### src/rtl/rxdesc_pkg.sv
package rxdesc_pkg;

    localparam int BCNT_W = 12;
    localparam int LEN_W  = BCNT_W + 1;
    localparam int WORD_W = 32;

    localparam logic [LEN_W-1:0] FULL_LEN = {1'b1, {BCNT_W{1'b0}}};

    typedef enum logic [2:0] {
        ST_IDLE,
        ST_RD_STAT,
        ST_CHK_STAT,
        ST_RD_ADDR,
        ST_GET_ADDR,
        ST_DATA,
        ST_WB,
        ST_DROP
    } rx_state_e;

    typedef struct packed {
        logic fram;
        logic oflo;
        logic crc;
        logic buff;
        logic stp;
        logic enp;
    } rx_flags_t;

endpackage

### src/rtl/rxdesc_status_pack.sv
module rxdesc_status_pack
    import rxdesc_pkg::*;
(
    input  rx_flags_t           flags,
    input  logic [BCNT_W-1:0]   bcnt,
    output logic [WORD_W-1:0]   word
);

    logic err;

    always_comb begin
        err  = flags.fram | flags.oflo | flags.crc | flags.buff;
        word = {1'b0, err, flags.fram, flags.oflo, flags.crc, flags.buff,
                flags.stp, flags.enp, 8'h00, 4'hF, bcnt};
    end

endmodule

### src/rtl/rxdesc_ring_index.sv
module rxdesc_ring_index #(
    parameter int ADDR_W = 32,
    parameter int IDX_W  = 8
) (
    input  logic [ADDR_W-1:0] ring_base,
    input  logic [IDX_W:0]    ring_size,
    input  logic [IDX_W-1:0]  cur_idx,
    input  logic [IDX_W-1:0]  nxt_idx,
    input  logic              sel_nxt,
    output logic [IDX_W-1:0]  cur_succ,
    output logic [ADDR_W-1:0] desc_addr
);

    logic [IDX_W:0]   cur_plus;
    logic [IDX_W-1:0] sel_idx;

    always_comb begin
        cur_plus  = {1'b0, cur_idx} + 1'b1;
        cur_succ  = (cur_plus >= ring_size) ? '0 : cur_plus[IDX_W-1:0];
        sel_idx   = sel_nxt ? nxt_idx : cur_idx;
        desc_addr = ring_base + (ADDR_W'(sel_idx) << 3);
    end

endmodule

### src/rtl/rx_desc_chain.sv
module rx_desc_chain
    import rxdesc_pkg::*;
#(
    parameter int ADDR_W = 32,
    parameter int IDX_W  = 8
) (
    input  logic              clk,
    input  logic              rst_n,
    input  logic [ADDR_W-1:0] cfg_ring_base,
    input  logic [IDX_W:0]    cfg_ring_size,
    input  logic              rx_valid,
    output logic              rx_ready,
    input  logic [7:0]        rx_data,
    input  logic              rx_last,
    input  logic              rx_fcs_err,
    input  logic              rx_dribble,
    input  logic              fifo_ovf,
    output logic              mem_en,
    output logic              mem_we,
    output logic              mem_byte,
    output logic [ADDR_W-1:0] mem_addr,
    output logic [WORD_W-1:0] mem_wdata,
    input  logic [WORD_W-1:0] mem_rdata,
    output logic              missed_frame
);

    localparam logic [ADDR_W-1:0] STAT_OFS = ADDR_W'(4);

    typedef struct packed {
        rx_state_e          st;
        rx_state_e          wb_next;
        logic [IDX_W-1:0]   cur;
        logic [IDX_W-1:0]   nxt;
        logic [IDX_W-1:0]   wb_idx;
        logic [BCNT_W-1:0]  bcnt;
        logic [BCNT_W-1:0]  nbcnt;
        logic [ADDR_W-1:0]  buf_addr;
        logic [LEN_W-1:0]   cnt;
        logic               first;
        logic               chain;
        logic               ovf_seen;
        rx_flags_t          flags;
    } regs_t;

    regs_t q, d;

    logic [IDX_W-1:0]  cur_succ;
    logic [ADDR_W-1:0] desc_addr;
    logic [WORD_W-1:0] stat_word;
    logic [LEN_W-1:0]  buf_len;
    logic              room;
    logic              sel_nxt;
    logic              nxt_bad;

    assign sel_nxt = (q.st == ST_RD_STAT) && q.chain;

    rxdesc_ring_index #(
        .ADDR_W (ADDR_W),
        .IDX_W  (IDX_W)
    ) i_ring_index (
        .ring_base (cfg_ring_base),
        .ring_size (cfg_ring_size),
        .cur_idx   (q.cur),
        .nxt_idx   (q.nxt),
        .sel_nxt   (sel_nxt),
        .cur_succ  (cur_succ),
        .desc_addr (desc_addr)
    );

    rxdesc_status_pack i_status_pack (
        .flags (q.flags),
        .bcnt  (q.bcnt),
        .word  (stat_word)
    );

    assign buf_len = FULL_LEN - {1'b0, q.bcnt};
    assign room    = q.cnt < buf_len;

    always_comb begin
        d            = q;
        rx_ready     = 1'b0;
        mem_en       = 1'b0;
        mem_we       = 1'b0;
        mem_byte     = 1'b0;
        mem_addr     = '0;
        mem_wdata    = '0;
        missed_frame = 1'b0;
        nxt_bad      = 1'b0;

        case (q.st)
            ST_IDLE: begin
                if (rx_valid) begin
                    d.st    = ST_RD_STAT;
                    d.chain = 1'b0;
                    d.first = 1'b1;
                end
            end

            ST_RD_STAT: begin
                mem_en     = 1'b1;
                mem_addr   = desc_addr + STAT_OFS;
                d.ovf_seen = q.chain & fifo_ovf;
                d.st       = ST_CHK_STAT;
            end

            ST_CHK_STAT: begin
                if (!q.chain) begin
                    if (mem_rdata[31]) begin
                        d.bcnt = mem_rdata[BCNT_W-1:0];
                        d.st   = ST_RD_ADDR;
                    end else begin
                        missed_frame = 1'b1;
                        d.st         = ST_DROP;
                    end
                end else begin
                    nxt_bad          = !mem_rdata[31] || q.ovf_seen || fifo_ovf;
                    d.flags          = '0;
                    d.flags.stp      = q.first;
                    d.wb_idx         = q.nxt;
                    if (nxt_bad) begin
                        d.flags.buff = 1'b1;
                        d.flags.oflo = !mem_rdata[31] && fifo_ovf;
                        d.wb_next    = ST_DROP;
                    end else begin
                        d.nbcnt      = mem_rdata[BCNT_W-1:0];
                        d.wb_next    = ST_RD_ADDR;
                    end
                    d.st             = ST_WB;
                end
            end

            ST_RD_ADDR: begin
                mem_en   = 1'b1;
                mem_addr = desc_addr;
                d.st     = ST_GET_ADDR;
            end

            ST_GET_ADDR: begin
                d.buf_addr = mem_rdata[ADDR_W-1:0];
                d.cnt      = '0;
                d.st       = ST_DATA;
            end

            ST_DATA: begin
                rx_ready = room;
                if (fifo_ovf) begin
                    d.flags     = '0;
                    d.flags.stp = q.first;
                    d.wb_idx    = cur_succ;
                    d.st        = ST_WB;
                    if (room) begin
                        d.flags.oflo = 1'b1;
                    end else begin
                        d.flags.buff = 1'b1;
                    end
                    d.wb_next = (rx_valid && rx_last && room) ? ST_IDLE : ST_DROP;
                end else if (rx_valid && room) begin
                    mem_en    = 1'b1;
                    mem_we    = 1'b1;
                    mem_byte  = 1'b1;
                    mem_addr  = q.buf_addr + ADDR_W'(q.cnt);
                    mem_wdata = {{(WORD_W-8){1'b0}}, rx_data};
                    d.cnt     = q.cnt + 1'b1;
                    if (rx_last) begin
                        d.flags      = '0;
                        d.flags.stp  = q.first;
                        d.flags.enp  = 1'b1;
                        d.flags.crc  = rx_fcs_err;
                        d.flags.fram = rx_fcs_err & rx_dribble;
                        d.wb_idx     = cur_succ;
                        d.wb_next    = ST_IDLE;
                        d.st         = ST_WB;
                    end
                end else if (rx_valid) begin
                    d.chain = 1'b1;
                    d.nxt   = cur_succ;
                    d.st    = ST_RD_STAT;
                end
            end

            ST_WB: begin
                mem_en    = 1'b1;
                mem_we    = 1'b1;
                mem_addr  = desc_addr + STAT_OFS;
                mem_wdata = stat_word;
                d.cur     = q.wb_idx;
                d.first   = 1'b0;
                d.chain   = 1'b0;
                if (q.wb_next == ST_RD_ADDR) begin
                    d.bcnt = q.nbcnt;
                end
                d.st = q.wb_next;
            end

            ST_DROP: begin
                rx_ready = 1'b1;
                if (rx_valid && rx_last) begin
                    d.st = ST_IDLE;
                end
            end

            default: d.st = ST_IDLE;
        endcase
    end

    always_ff @(posedge clk) begin
        if (!rst_n) begin
            q         <= '0;
            q.st      <= ST_IDLE;
            q.wb_next <= ST_IDLE;
        end else begin
            q <= d;
        end
    end

    AST_STAT_LAYOUT: assert property (@(posedge clk) disable iff (!rst_n)
        (mem_en && mem_we && !mem_byte) |->
        (!mem_wdata[31] && mem_wdata[23:16] == 8'h00 && mem_wdata[15:12] == 4'hF));

    AST_ERR_SUMMARY: assert property (@(posedge clk) disable iff (!rst_n)
        (mem_en && mem_we && !mem_byte) |->
        (mem_wdata[30] == (|mem_wdata[29:26])));

    AST_FCS_AT_END: assert property (@(posedge clk) disable iff (!rst_n)
        (mem_en && mem_we && !mem_byte && (mem_wdata[27] || mem_wdata[29])) |->
        (mem_wdata[24] && !mem_wdata[28]));

    AST_OFLO_NOT_LAST: assert property (@(posedge clk) disable iff (!rst_n)
        (mem_en && mem_we && !mem_byte && mem_wdata[28]) |-> !mem_wdata[24]);

    AST_MISS_SINGLE: assert property (@(posedge clk) disable iff (!rst_n)
        missed_frame |=> !missed_frame);

    AST_MISS_NO_WRITE: assert property (@(posedge clk) disable iff (!rst_n)
        missed_frame |=> !mem_en);

    AST_FETCH_STALL: assert property (@(posedge clk) disable iff (!rst_n)
        (mem_en && !mem_we) |-> !rx_ready);

    AST_IDX_IN_RING: assert property (@(posedge clk) disable iff (!rst_n)
        (cfg_ring_size != '0) |-> ({1'b0, q.cur} < cfg_ring_size));

endmodule

### config.mk
export PLATFORM = sky130hd
export DESIGN_NAME = rx_desc_chain
export DESIGN_NICKNAME = d
export VERILOG_FILES = /design/src/rtl/rxdesc_pkg.sv /design/src/rtl/rxdesc_status_pack.sv /design/src/rtl/rxdesc_ring_index.sv /design/src/rtl/rx_desc_chain.sv
export SDC_FILE = /design/constraint.sdc
export NUM_CORES = 1
export LEC_CHECK = 0
export BUFFER_PORTS_ARGS = -buffer_cell sky130_fd_sc_hd__buf_2
export CORE_MARGIN = 4
export CORE_UTILIZATION = 50
export DETAILED_ROUTE_END_ITERATION = 16
export PLACE_DENSITY = 0.86
export SLEW_MARGIN = 20
export SYNTH_ARGS = -nofsm -noshare
export SYNTH_HDL_FRONTEND = slang
export SYNTH_SLANG_ARGS = --single-unit
### constraint.sdc
create_clock -name clk -period 5.05 [get_ports clk]
set_input_delay 1.2625 -clock clk [delete_from_list [all_inputs] [get_ports clk]]
set_output_delay 1.2625 -clock clk [all_outputs]
set_load 0.01 [all_outputs]
### Yosys cells after proc, flatten, opt, wreduce, memory -nomap -nowiden

Cells that the tools add are included.

* register bits after elaboration: 108
* input bits: 88
* output and inout bits: 69
* word-level logic and storage cells: 136

* add/sub/neg operators: 6
* $lt $le $gt $ge: 2
* equality and inequality tests: 21
* muxes and demuxes: 57
* bitwise operators: 8
* reductions and logical operators: 24

Operator list (count)
* $pmux 32 s3: 1
* $mux 32: 2
* $mux 8: 8
* $pmux 31 s2: 1
* $mux 12: 3
* $mux 6: 6
* $add 32x11->32: 1
* $add 32x13->32: 1
* $add 32x3->32 const B: 1
* $mux 3: 9
* $mux 13: 2
* $pmux 13 s2: 1
* $pmux 12 s2: 1
* $pmux 3 s8: 1
* $ne 2x2->1 const B: 10
* $pmux 8 s2: 1
* $add 13x1->13 const B: 1
* $lt 13x13->1: 1
* $mux 1: 13
* $sub 13x12->13 const A: 1
* $eq 3x3->1 const B: 4
* $pmux 6 s2: 1
* $reduce_and 4->1: 3
* $add 8x1->9 const B: 1
* 23 further kinds: 44

### Depth between registers and ports, before layout

Gate-level depths: netlist of run 1.

* depth in word-level cells: 7
* depth in mapped cells: 19
* mapped depth without buffers: 17

### By module

Synthesis of run 1 repeated with hierarchy kept, for this count alone.

* cell total of the unflattened synthesis: 1140
* area, all modules: 8608.3 um^2

By module, submodules not included
* rx_desc_chain: instances 1, cells each 938, area each 7081.8 um^2, sequential area each 2142.1 um^2
* rxdesc_ring_index: instances 1, cells each 167, area each 1271.2 um^2, sequential area each 0.0 um^2
* rxdesc_status_pack: instances 1, cells each 35, area each 255.2 um^2, sequential area each 0.0 um^2

### Worst setup path after synthesis of run 1

OpenSTA, ideal clock, no wires.

* path type: register to output
* start point: register q[106] in the netlist's numbering
* end point: output mem_addr[30]
* data arrival time: 4.043 ns
* required time: 3.788 ns
* setup slack: -0.256 ns
* stages on the path, launching flop included: 18
* buffers on the path: 2
* cell sequence: dfxtp_1 > clkbuf_1 > nor3_1 > and2_1 > clkbuf_1 > nand2_1 > o21ai_0 > ha_1 > inv_1 > fa_1 > xor2_1 > or3b_2 > nand3b_1 > nor4_4 > nand4_2 > nor4_2 > xor2_1 > o221ai_1

* longest elaborated chain between the ends: 6
* elaborated cells on any way between the ends: 10
* classes of those cells: add/sub: 2; eq/ne: 4; mux: 2; reduce/logical: 2

Ends and longest elaborated chain
* from (decl): line rx_desc_chain.sv:45 `regs_t q, d;`
* $eq 3x1->1: line rx_desc_chain.sv:55, rx_desc_chain.sv:90
* $logic_and 1x1->1: line rx_desc_chain.sv:55 `assign sel_nxt = (q.st == ST_RD_STAT) && q.chain;`
* $mux 8: line rxdesc_ring_index.sv:20 `sel_idx = sel_nxt ? nxt_idx : cur_idx;`
* $add 32x11->32: line rxdesc_ring_index.sv:21 `desc_addr = ring_base + (ADDR_W'(sel_idx) << 3);`
* $add 32x3->32: line rx_desc_chain.sv:101, rx_desc_chain.sv:184
* $pmux 32 s3 *: line rx_desc_chain.sv:90 `case (q.st)`
* to (decl): line rx_desc_chain.sv:21 `output logic [ADDR_W-1:0] mem_addr,`

Every way passes the cells marked *; elsewhere a longest branch is shown, timed or not.

### Worst setup path in the final report of run 1

* start point: register q[105] in the netlist's numbering
* end point: output mem_addr[27]

Same word-level chain as after synthesis.

==> impl_metrics.py, run 1 <==
metrics = {
    "sta": {
        "setup_viol": 20,
        "rsz0062_at_grt": "true",
        "clock_skew_ns": 0.0143,
        "hold_viol_final": 0,
        "worst_slack_ns": -0.451,
        "tns_ns": -5.68,
        "min_period_over_period_pct": 109,
        "max_slew_margin_pct": 36.6,
        "slew_violations": 0,
        "fin_crit_ns": 5.50,
        "worst_pin_slew_ns": 0.950,
        "fmax_ghz": 0.182,
    },
    "global_routing": {
        "antenna_found_initial": 0,
        "grtUsageTotal_pct": 28.5,
        "grt_start_max_net_pins": 67,
        "grt_pass1_wl_mm": 46.0,
        "grt-ovfl-total": 0,
        "grt_pass1_vias": 9240,
    },
    "setup_path": {
        "critical_path.startpoint_type": "register",
        "cp-end-kind": "output pin",
        "r2r-end": "q[85]",
        "r2r_cells": 13,
        "critical_path_arrival_ns": 4.24,
        "cp_cell_sequence": "inv_2 -> nor3_4 -> and2_4 -> buf_6 -> mux2_4 -> ha_4 -> o211ai_1 -> buf_4 -> a21o_1 -> a21oi_2 -> buf_4 -> o21a_1 -> and3_4 -> nand4_4 -> nor4b_4 -> mux2i_1 -> a221o_1 -> buf_2",
        "critPathMaxStageDelay_ns": 0.35,
        "crit_required_ns": 3.79,
        "r2r_slack_ns": 1.00,
        "cp_max_fo": 5,
        "cp_slowest_cell": "nor4b_4",
        "reg2reg_from": "q[68]",
        "path_class": "reg -> out",
        "critPathMostFrequentCell": "buf_4",
    },
    "placement": {
        "place_hpwl_mm": 20.3,
        "io_buffers": 147,
        "post_dp_cell_area_um2": 10100,
        "gp_congestion": 0.957,
    },
    "detailed_routing": {
        "wl_per_cell_um": 18.5,
        "drt-initial-drc-count": 986,
        "post_drt_via_cell_ratio": 6.08,
        "drt_drc_violations_left": 0,
        "ant_nets": 0,
        "dr.pass1.iters": 6,
        "vias": 9761,
        "routed_wl_mm": 29.7,
    },
    "power_and_ir_drop": {
        "ir_drop_mv": 0.193,
        "pwr_density_cell_nw_per_um2": 214,
        "p_leak_nw": 4.96,
    },
    "clock_network": {
        "cts_root_buffer": "clkbuf_16",
        "cts_max_path_buffers": 2,
        "htreeDepth": 3,
        "clkLatencyLatePin_ns": 0.37,
        "clk_pin_slew_ns": 0.08,
        "clock-sinks": 107,
        "cts_tree": "built",
        "cts_buffers": 9,
    },
    "logic_synthesis": {
        "yosys.area.top_type_share_pct": 25.2,
        "synth_edf_count": 0,
        "yosys-top-cells-area": "dfxtp_1, nand2_1, ha_1, xnor2_1, a21oi_1",
        "yosysUniqueCellTypes": 76,
        "post-synth-top-count-cell": "nand2_1",
        "syn-cell-area_um2": 8490,
        "ys_async_sr_fraction_pct": 0,
        "synth_top_area_cell": "dfxtp_1",
        "ys_warn_count": 0,
        "ys_seq_area_share_pct": 25.2,
        "synth_ff_type": "dfxtp_1",
        "syn_inst": 1144,
        "syn_area_per_cell_um2": 7.43,
        "ys_ff_latch": 107,
        "yosys-top-cells-count": "nand2_1, nor2_1, dfxtp_1, a21oi_1, xnor2_1",
    },
    "finish": {
        "antenna_cells": 0,
        "drive_above_1_share_pct": 30.7,
        "largest-register": "q",
        "seqCellArea_um2": 2140,
        "num-nets-final": 1516,
        "largest_reg_flops": 107,
        "areaGrowthSynthToFinish_pct": 34.0,
        "multi_input_area_um2": 6690,
        "num-fill-cells": 1263,
        "reg.largest.list": "q x107",
        "finish.instance_area_um2": 11400,
    },
    "run_status": {
        "outcome": "finished with violations",
        "violations": "negative setup slack",
    },
    "floorplanning": {
        "coreArea_um2": 16600,
        "die_w_um": 138,
        "rows": 47,
        "dieArea_um2": 19100,
        "ios": 157,
        "initial_core_util_pct": 51.0,
        "die_h_um": 138,
    },
    "worst_hold_path": {
        "min_from": "q[81]",
        "hold_class": "reg -> reg",
        "hold_depth": 2,
        "min_to": "q[97]",
    },
    "job": {
        "cap_violations": 0,
    },
}
## kinds of logic after synthesis
group	synth area share, %
buf+inv	5.07
fa+ha+maj	7.25
simple gates	27.0
xor+xnor	10.0
flops	25.2
mux	3.24
other cells	0.0441
compound gates	22.1
## worst max-delay path, delay by kind of cell (launching register included)
kind,cells,cell delay [ns]
simple gates,5,1.10
compound gates,5,1.01
buf+inv,5,0.65
mux,2,0.45
flops,1,0.34
fa+ha+maj,1,0.32
## area by class of cell
| cell class | instances | share of cell area [%] |
|---|---|---|
| clock inverters | 7 | 0.627 |
| flip-flops and latches | 107 | 18.8 |
| repair buffers | 283 | 16.1 |
| clock buffers | 9 | 1.98 |
| inverters | 36 | 1.20 |
| well taps | 220 | 2.42 |
| multi-input cells | 943 | 58.8 |
## cells in the final DEF (no fill, tap or decap), drive strengths merged, types with 12 or more instances in the layout
cell type | Yosys | routed
nand2b | 14 | 14
nand4 | 21 | 21
inv | 36 | 38
and3 | 24 | 24
buf | 18 | 283
xnor2 | 59 | 59
a22oi | 31 | 31
nor3 | 23 | 23
nor4 | 15 | 15
a21oi | 96 | 96
o211ai | 13 | 13
o21ai | 58 | 58
xor2 | 36 | 36
ha | 46 | 46
mux2i | 17 | 17
nand3 | 29 | 29
a311oi | 12 | 12
dfxtp | 107 | 107
nand2 | 192 | 192
nor2 | 115 | 115
## worst max-delay path by stage
stage,start,to,slack [ns],depth (start not counted)
4_1_cts,q[105],mem_addr[20],-0.32,19
5_1_grt,q[105],mem_addr[27],-0.58,18
3_5_place_dp,cfg_ring_base[3],mem_addr[27],-0.28,16
2_1_floorplan,q[106],mem_addr[27],0.003,15
3_3_place_gp,cfg_ring_base[3],mem_addr[30],-0.20,16
6_report,q[105],mem_addr[27],-0.45,18
## metal layers
metal	share of wire (%)	vias up	wire (um)	GRT usage [%]
li1	-	4522	-	-
met1	39	4557	11500	36.0
met2	48	579	14200	47.9
met3	9.0	103	2660	5.15
met4	4.2	0	1250	12.1
met5	0	-	0	0
## through the flow
step / instances / setup slack [ns] / hold slack [ns] / total power [W] / utilization (%)
final: 1605 / -0.451 / 0.455 / 0.00243 / 68.4
after global routing: 1605 / -0.584 / 0.481 / 0.00255 / 68.4
after CTS: 1591 / -0.325 / 0.455 / 0.00238 / 65.7
after detailed placement: 1559 / -0.283 / 0.446 / 0.00164 / 60.8
after global placement: 1559 / -0.204 / 0.436 / 0.00162 / 60.8
after floorplan: 1152 / 0.00258 / 0.429 / 0.00138 / -
## power breakdown
| part | switching, W | internal (W) |
|---|---|---|
| Combinational | 0.000476 | 0.000323 |
| Clock | 0.000366 | 0.000348 |
| Sequential | 0.0000402 | 0.000881 |
## what timing repair did
action | CTS | global route
hold buffers | 0 | 0
gates resized for setup | 83 | 67
endpoints found under the setup margin | 34 | 36
setup buffers | 17 | 15
pin swaps | 47 | 48
(Power assumes the default switching activity.)
==> run 2, diff against run 1 <==
--- a/config.mk
+++ b/config.mk
@@ -5,11 +5,12 @@
 export SDC_FILE = /design/constraint.sdc
 export NUM_CORES = 1
 export LEC_CHECK = 0
+export ABC_AREA = 1
 export BUFFER_PORTS_ARGS = -buffer_cell sky130_fd_sc_hd__buf_2
 export CORE_MARGIN = 4
 export CORE_UTILIZATION = 50
 export DETAILED_ROUTE_END_ITERATION = 16
-export PLACE_DENSITY = 0.86
+export PLACE_DENSITY = 0.85
 export SLEW_MARGIN = 20
 export SYNTH_ARGS = -nofsm -noshare
 export SYNTH_HDL_FRONTEND = slang
==> run 2 against run 1 <==
  * Clock skew fell by 0.0033 ns
  * Register-to-register slack gained 0.43 ns
  * Utilization decreased by 6.2 points
  * Synthesized area grew 12%
  * Sequential share of layout area is 0.41 points lower
  * Hold slack gained 0.0088 ns
  * The run still ends with negative setup slack left
  * Maximum frequency increased by 8.6%
  * Routed wire length increased by 4.2%
==> impl_metrics.py, run 2 <==
metrics = {
    "global_routing": {
        "grt_pass1_vias": 9940,
        "grt_pass1_wl_mm": 47.6,
        "grt_start_max_net_pins": 67,
        "grtUsageTotal_pct": 26.5,
        "grt-ovfl-total": 0,
        "antenna_found_initial": 0,
    },
    "finish": {
        "layout_commonest_cell": "nand2_1",
        "multi_input_area_um2": 7020,
        "layout_common_cells": "nand2_1, nor2_1, inv_1, buf_2, o21ai_0",
        "seqCellArea_um2": 2150,
        "num-fill-cells": 1691,
        "areaGrowthSynthToFinish_pct": 22.6,
        "antenna_cells": 0,
        "largest_reg_flops": 107,
        "reg.largest.list": "q x107",
        "num-nets-final": 1890,
        "drive_above_1_share_pct": 23.3,
        "largest-register": "q",
    },
    "clock_network": {
        "cts_buffers": 9,
        "htreeDepth": 3,
        "cts_tree": "built",
        "cts_root_buffer": "clkbuf_16",
        "hold_buffers": 0,
        "cts_max_path_buffers": 2,
        "clock-sinks": 107,
        "clk_pin_slew_ns": 0.07,
        "clkLatencyLatePin_ns": 0.36,
    },
    "detailed_routing": {
        "ant_nets": 0,
        "dr.pass1.iters": 6,
        "routed_wl_mm": 30.9,
        "drt-initial-drc-count": 1100,
        "post_drt_via_cell_ratio": 5.67,
        "vias": 11304,
        "wl_per_cell_um": 15.5,
        "drt_drc_violations_left": 0,
    },
    "sta": {
        "clock_skew_ns": 0.0111,
        "worst_pin_slew_ns": 0.938,
        "slew_violations": 0,
        "worst_slack_ns": -0.0174,
        "max_slew_margin_pct": 37.4,
        "setup_viol": 1,
        "hold_viol_final": 0,
        "fin_crit_ns": 5.07,
        "min_period_over_period_pct": 100,
        "rsz0062_at_grt": "true",
        "fmax_ghz": 0.197,
        "whs_ns": 0.464,
    },
    "power_and_ir_drop": {
        "pwr_density_cell_nw_per_um2": 337,
        "design_power_total_w": 0.00392,
        "ir_drop_mv": 0.300,
        "p_leak_nw": 5.38,
    },
    "job": {
        "cap_violations": 0,
    },
    "logic_synthesis": {
        "yosys-top-cells-area": "dfxtp_1, nand2_1, nor2_1, o21ai_0, inv_1",
        "ys_seq_area_share_pct": 22.6,
        "synth_edf_count": 0,
        "ys_warn_count": 0,
        "yosys-top-cells-count": "nand2_1, nor2_1, inv_1, o21ai_0, nand3_1",
        "syn_area_per_cell_um2": 5.95,
        "ys_async_sr_fraction_pct": 0,
        "synth_ff_type": "dfxtp_1",
        "yosys.area.top_type_share_pct": 22.6,
        "synth_top_area_cell": "dfxtp_1",
        "syn-cell-area_um2": 9500,
        "yosysUniqueCellTypes": 48,
        "syn_inst": 1595,
        "post-synth-top-count-cell": "nand2_1",
        "ys_ff_latch": 107,
    },
    "worst_hold_path": {
        "min_from": "q[0]",
        "min_to": "q[0]",
        "hold_class": "reg -> reg",
        "hold_depth": 2,
    },
    "placement": {
        "gp_congestion": 0.957,
        "place_hpwl_mm": 23.1,
        "io_buffers": 147,
    },
    "setup_path": {
        "path_class": "reg -> out",
        "cp_max_fo": 7,
        "r2r_cells": 23,
        "crit_required_ns": 3.79,
        "cp-end-kind": "output pin",
        "reg2reg_from": "q[66]",
        "r2r_slack_ns": 1.43,
        "crit_start": "q[105]",
        "critical_path.startpoint_type": "register",
        "r2r-end": "q[14]",
        "critical_path_arrival_ns": 3.80,
    },
    "floorplanning": {
        "die_w_um": 146,
        "die_h_um": 146,
        "rows": 50,
        "ios": 157,
        "initial_core_util_pct": 50.8,
        "dieArea_um2": 21300,
        "coreArea_um2": 18700,
    },
    "run_status": {
        "outcome": "finished with violations",
        "violations": "negative setup slack",
    },
}
==> run 2: cell types whose count changed after synthesis, sizes merged, moves of 14 or more <==
cell and change:
mux2i -17, xnor2 -45, a22oi -24, nand2b -14, and3 -24, nor2 +129
nand3 +107, inv +141, o21ai +76, nand2 +239
==> run 2: worst max-delay path by stage <==
stage               cells after the start      endpoint
finish                                 26  mem_addr[12]
global route                           26  mem_addr[12]
CTS                                    26  mem_addr[25]
detailed placement                     22  mem_addr[24]
global placement                       26  mem_addr[24]
floorplan                              26  mem_addr[31]
==> run 2: through the flow <==
stage	instances	util, %	setup TNS (ns)	area, um^2	setup WS (ns)
finish	1992	62.2	-0.0174	11600	-0.0174
global route	1992	62.2	-1.92	11600	-0.160
detailed placement	1943	55.6	0	10400	0.0787
global placement	1943	55.6	0	10400	0.134
floorplan	1603	-	0	9530	0.381
CTS	1964	58.2	0	10900	0.00426
==> run 2: power by group <==
group,total [W],internal [W],switching [W]
sequential,0.00114,0.000992,0.000153
combinational,0.00195,0.000721,0.00123
clock,0.000824,0.000509,0.000315
==> run 2: repair_timing <==
item                       CTS  global route
buffers inserted             6            26
setup endpoints to repair   33            43
pin swaps                   10            63
cloned                       0             2
resized for setup           23           154
==> run 2: area by class of cell <==
class                   instances  area share (%)
clock inverters                 4           0.839
clock buffers                  11            2.17
well taps                     234            2.52
multi-input cells            1259            60.3
repair buffers                197            9.82
flip-flops and latches        107            18.4
inverters                     180            5.88
==> run 2: metal layers <==
metal	global-route usage (%)	wire length, um	vias to the layer above	share of wire, %
met5	0	0	-	0
met4	9.12	992	0	3.2
met3	4.80	2980	92	9.6
met2	43.8	14200	584	46
met1	34.9	12800	5100	41
li1	-	-	5528	-
==> run 2: cell families (layout without fill, tap and decap cells) <==
family,count (synthesis),in the layout,share of synthesized area [%]
AOI/OAI and AO/OA,286,286,16.5
buffers and inverters,238,392,10.0
and+or+nand+nor,870,871,40.3
xor gates and xnor gates,45,45,4.15
adders and majority gates,48,48,6.48
DFF,107,107,22.6
other,1,9,0.0395
==> run 2: critical path: stages (launching register included) <==
cell	delay (ns)
dfxtp_2	0.36
inv_4	0.05
nor2_4	0.09
inv_2	0.05
nor2_4	0.11
inv_2	0.06
nor2_4	0.19
nand2_1	0.10
o21ai_2	0.08
ha_2	0.21
inv_2	0.04
fa_2	0.35
inv_2	0.08
nand2_2	0.08
nand2_4	0.08
nand3_2	0.09
nand2_2	0.12
nand2_1	0.10
nand2_4	0.13
nand3_1	0.19
nor2_4	0.19
a21oi_1	0.08
o21ai_0	0.08
o21ai_0	0.12
inv_1	0.07
o21ai_0	0.14
buf_2	0.19
==> run 3, diff against run 2 <==
--- a/config.mk
+++ b/config.mk
@@ -7,10 +7,12 @@
 export LEC_CHECK = 0
 export ABC_AREA = 1
 export BUFFER_PORTS_ARGS = -buffer_cell sky130_fd_sc_hd__buf_2
+export CELL_PAD_IN_SITES_DETAIL_PLACEMENT = 1
+export CELL_PAD_IN_SITES_GLOBAL_PLACEMENT = 2
 export CORE_MARGIN = 4
-export CORE_UTILIZATION = 50
+export CORE_UTILIZATION = 27
 export DETAILED_ROUTE_END_ITERATION = 16
-export PLACE_DENSITY = 0.85
+export PLACE_DENSITY = 0.87
 export SLEW_MARGIN = 20
 export SYNTH_ARGS = -nofsm -noshare
 export SYNTH_HDL_FRONTEND = slang
==> run 3 against run 2 <==
  * The run now ends clean
  * Register-to-register slack worse by 0.07 ns
  * Via count decreased by 0.61%
  * Maximum frequency up 0.48%
  * Cell count rose by 13%
  * Global-route usage fell by 7.6 points
  * Critical path type unchanged
  * Largest cell class unchanged
==> impl_metrics.py, run 3 (same netlist as run 2, synthesis figures left out) <==
metrics = {
    "run_status": {
        "outcome": "finished, final reports clean",
    },
    "setup_path": {
        "cp_slowest_cell": "fa_2",
        "reg2reg_from": "q[66]",
        "r2r_slack_ns": 1.36,
        "crit_family": "simple AND/OR/NAND/NOR gates",
        "r2r-end": "q[21]",
        "r2r_cells": 24,
        "crit_required_ns": 3.79,
        "cp_cell_sequence": "inv_2 -> nor2_2 -> inv_2 -> nor2_4 -> inv_2 -> nor2_4 -> buf_6 -> o21ai_1 -> ha_2 -> inv_2 -> fa_2 -> inv_4 -> nand2_2 -> nor2_4 -> nand2_1 -> nor2_2 -> nand3_2 -> nor2_4 -> buf_4 -> nand3_1 -> a21oi_1 -> o21ai_0 -> nand3_1 -> buf_2",
        "critPathMaxStageDelay_ns": 0.46,
        "path_class": "reg -> out",
        "cp_max_fo": 7,
        "crit_buf_inv": 8,
        "critical_path_arrival_ns": 3.78,
        "critical_path.startpoint_type": "register",
        "cp-end-kind": "output pin",
    },
    "sta": {
        "max_slew_margin_pct": 44.9,
        "fmax_ghz": 0.198,
        "min_period_over_period_pct": 99.9,
        "whs_ns": 0.468,
        "rsz0062_at_grt": "true",
        "worst_slack_ns": 0.00658,
        "hold_viol_final": 0,
        "fin_crit_ns": 5.04,
        "clock_skew_ns": 0.0138,
        "tns_ns": 0,
        "worst_pin_slew_ns": 0.826,
        "setup_viol": 0,
        "slew_violations": 0,
    },
    "clock_network": {
        "clk_pin_slew_ns": 0.07,
        "hold_buffers": 0,
        "clock-sinks": 107,
        "htreeDepth": 3,
        "cts_max_path_buffers": 2,
        "cts_buffers": 9,
        "cts_tree": "built",
        "clkLatencyLatePin_ns": 0.37,
        "cts_root_buffer": "clkbuf_16",
    },
    "job": {
        "cap_violations": 0,
    },
    "floorplanning": {
        "dieArea_um2": 38200,
        "initial_core_util_pct": 27.4,
        "die_h_um": 196,
        "die_w_um": 196,
        "coreArea_um2": 34600,
        "ios": 157,
        "rows": 68,
    },
    "placement": {
        "pre_cts_ws_ns": -0.0476,
        "io_buffers": 147,
        "place_hpwl_mm": 29.6,
        "gp_congestion": 0.859,
        "place_inst": 2181,
    },
    "power_and_ir_drop": {
        "p_clk_share_pct": 21.7,
        "pwr_density_cell_nw_per_um2": 336,
        "p_int_w": 0.00231,
        "combPwrFrac_pct": 51.0,
        "p_leak_nw": 5.58,
        "ir_drop_mv": 0.182,
        "power_frac_seq_pct": 27.4,
        "switching_power_w": 0.00185,
        "p_sw_share_pct": 44.4,
    },
    "detailed_routing": {
        "dr.pass1.iters": 4,
        "vias": 11235,
        "drt-initial-drc-count": 448,
        "routed_wl_mm": 38.4,
        "ant_nets": 0,
        "post_drt_via_cell_ratio": 5.01,
        "drt_drc_violations_left": 0,
        "wl_per_cell_um": 17.1,
    },
    "finish": {
        "areaGrowthSynthToFinish_pct": 30.6,
        "largest_reg_flops": 107,
        "reg.largest.list": "q x107",
        "num-nets-final": 1917,
        "num-fill-cells": 4519,
        "antenna_cells": 0,
        "layout_commonest_cell": "nand2_1",
        "largest-register": "q",
        "finalNonFillerCells": 2241,
        "drive_above_1_share_pct": 26.8,
        "utilization_pct": 35.8,
        "layout_common_cells": "nand2_1, nor2_1, inv_1, buf_2, o21ai_0",
    },
    "global_routing": {
        "grt_pass1_vias": 11331,
        "antenna_found_initial": 0,
        "grt-ovfl-total": 0,
        "grt_pass1_wl_mm": 59.6,
        "grtUsageTotal_pct": 19.0,
        "grt_start_max_net_pins": 66,
    },
    "worst_hold_path": {
        "min_to": "q[5]",
        "hold_class": "reg -> reg",
        "hold_depth": 2,
        "min_from": "q[5]",
    },
}
==> run 3: worst max-delay path by stage <==
stage,startpoint,endpoint,slack [ns],depth (start not counted)
after floorplan,q[105],mem_addr[31],0.38,26
after global placement,cfg_ring_base[3],mem_addr[29],-0.008,20
after detailed placement,cfg_ring_base[3],mem_addr[29],-0.05,20
after CTS,q[105],mem_addr[31],0.004,26
after global routing,q[105],mem_addr[28],-0.16,29
final,q[105],mem_addr[16],0.007,24
==> run 3: timing repair <==
item	CTS	global route
resized for setup	49	195
cloned	3	0
setup endpoints to repair	41	42
setup buffers	17	24
pin swaps	28	95
==> run 3: cell type report <==
class                           count  area [um^2]  area share (%)
Timing Repair inverter              1         5.00          0.0403
Tap cell                          455          569            4.59
Timing Repair Buffer              223         1360            11.0
Clock inverter                      7          146            1.18
Sequential cell                   107         2140            17.3
Multi-Input combinational cell   1259         7270            58.6
Clock buffer                        9          225            1.82
Inverter                          180          682            5.50
==> run 3: layer usage <==
| layer | part of all wire (%) | track usage (%) | vias up |
|---|---|---|---|
| met3 | 2.7 | 2.04 | 56 |
| met4 | 2.4 | 4.97 | 0 |
| met2 | 50 | 33.6 | 199 |
| li1 | - | - | 5581 |
| met1 | 45 | 24.5 | 5399 |
| met5 | 0 | 0 | - |
==> run 3: stage by stage <==
stage          cell area, um^2  power, W
2_1_floorplan             9530   0.00234
3_3_place_gp             10800   0.00295
3_5_place_dp             10800   0.00302
4_1_cts                  11500   0.00398
5_1_grt                  12400   0.00448
6_report                 12400   0.00416
==> run 3: tightest hold or removal path, delay by kind of cell (launching register included) <==
kind,cells,cell delay [ns]
AO/OA/AOI/OAI,1,0.05
flip-flops,1,0.31
AND/OR/NAND/NOR,1,0.06
==> run 3: power by group through the flow <==
stage               clock, W  combinational, W  sequential, W
finish              0.000902           0.00212        0.00114
global route        0.000951           0.00237        0.00116
CTS                 0.000916           0.00193        0.00113
detailed placement         0           0.00187        0.00115
global placement           0           0.00180        0.00114
floorplan                  0           0.00124        0.00110
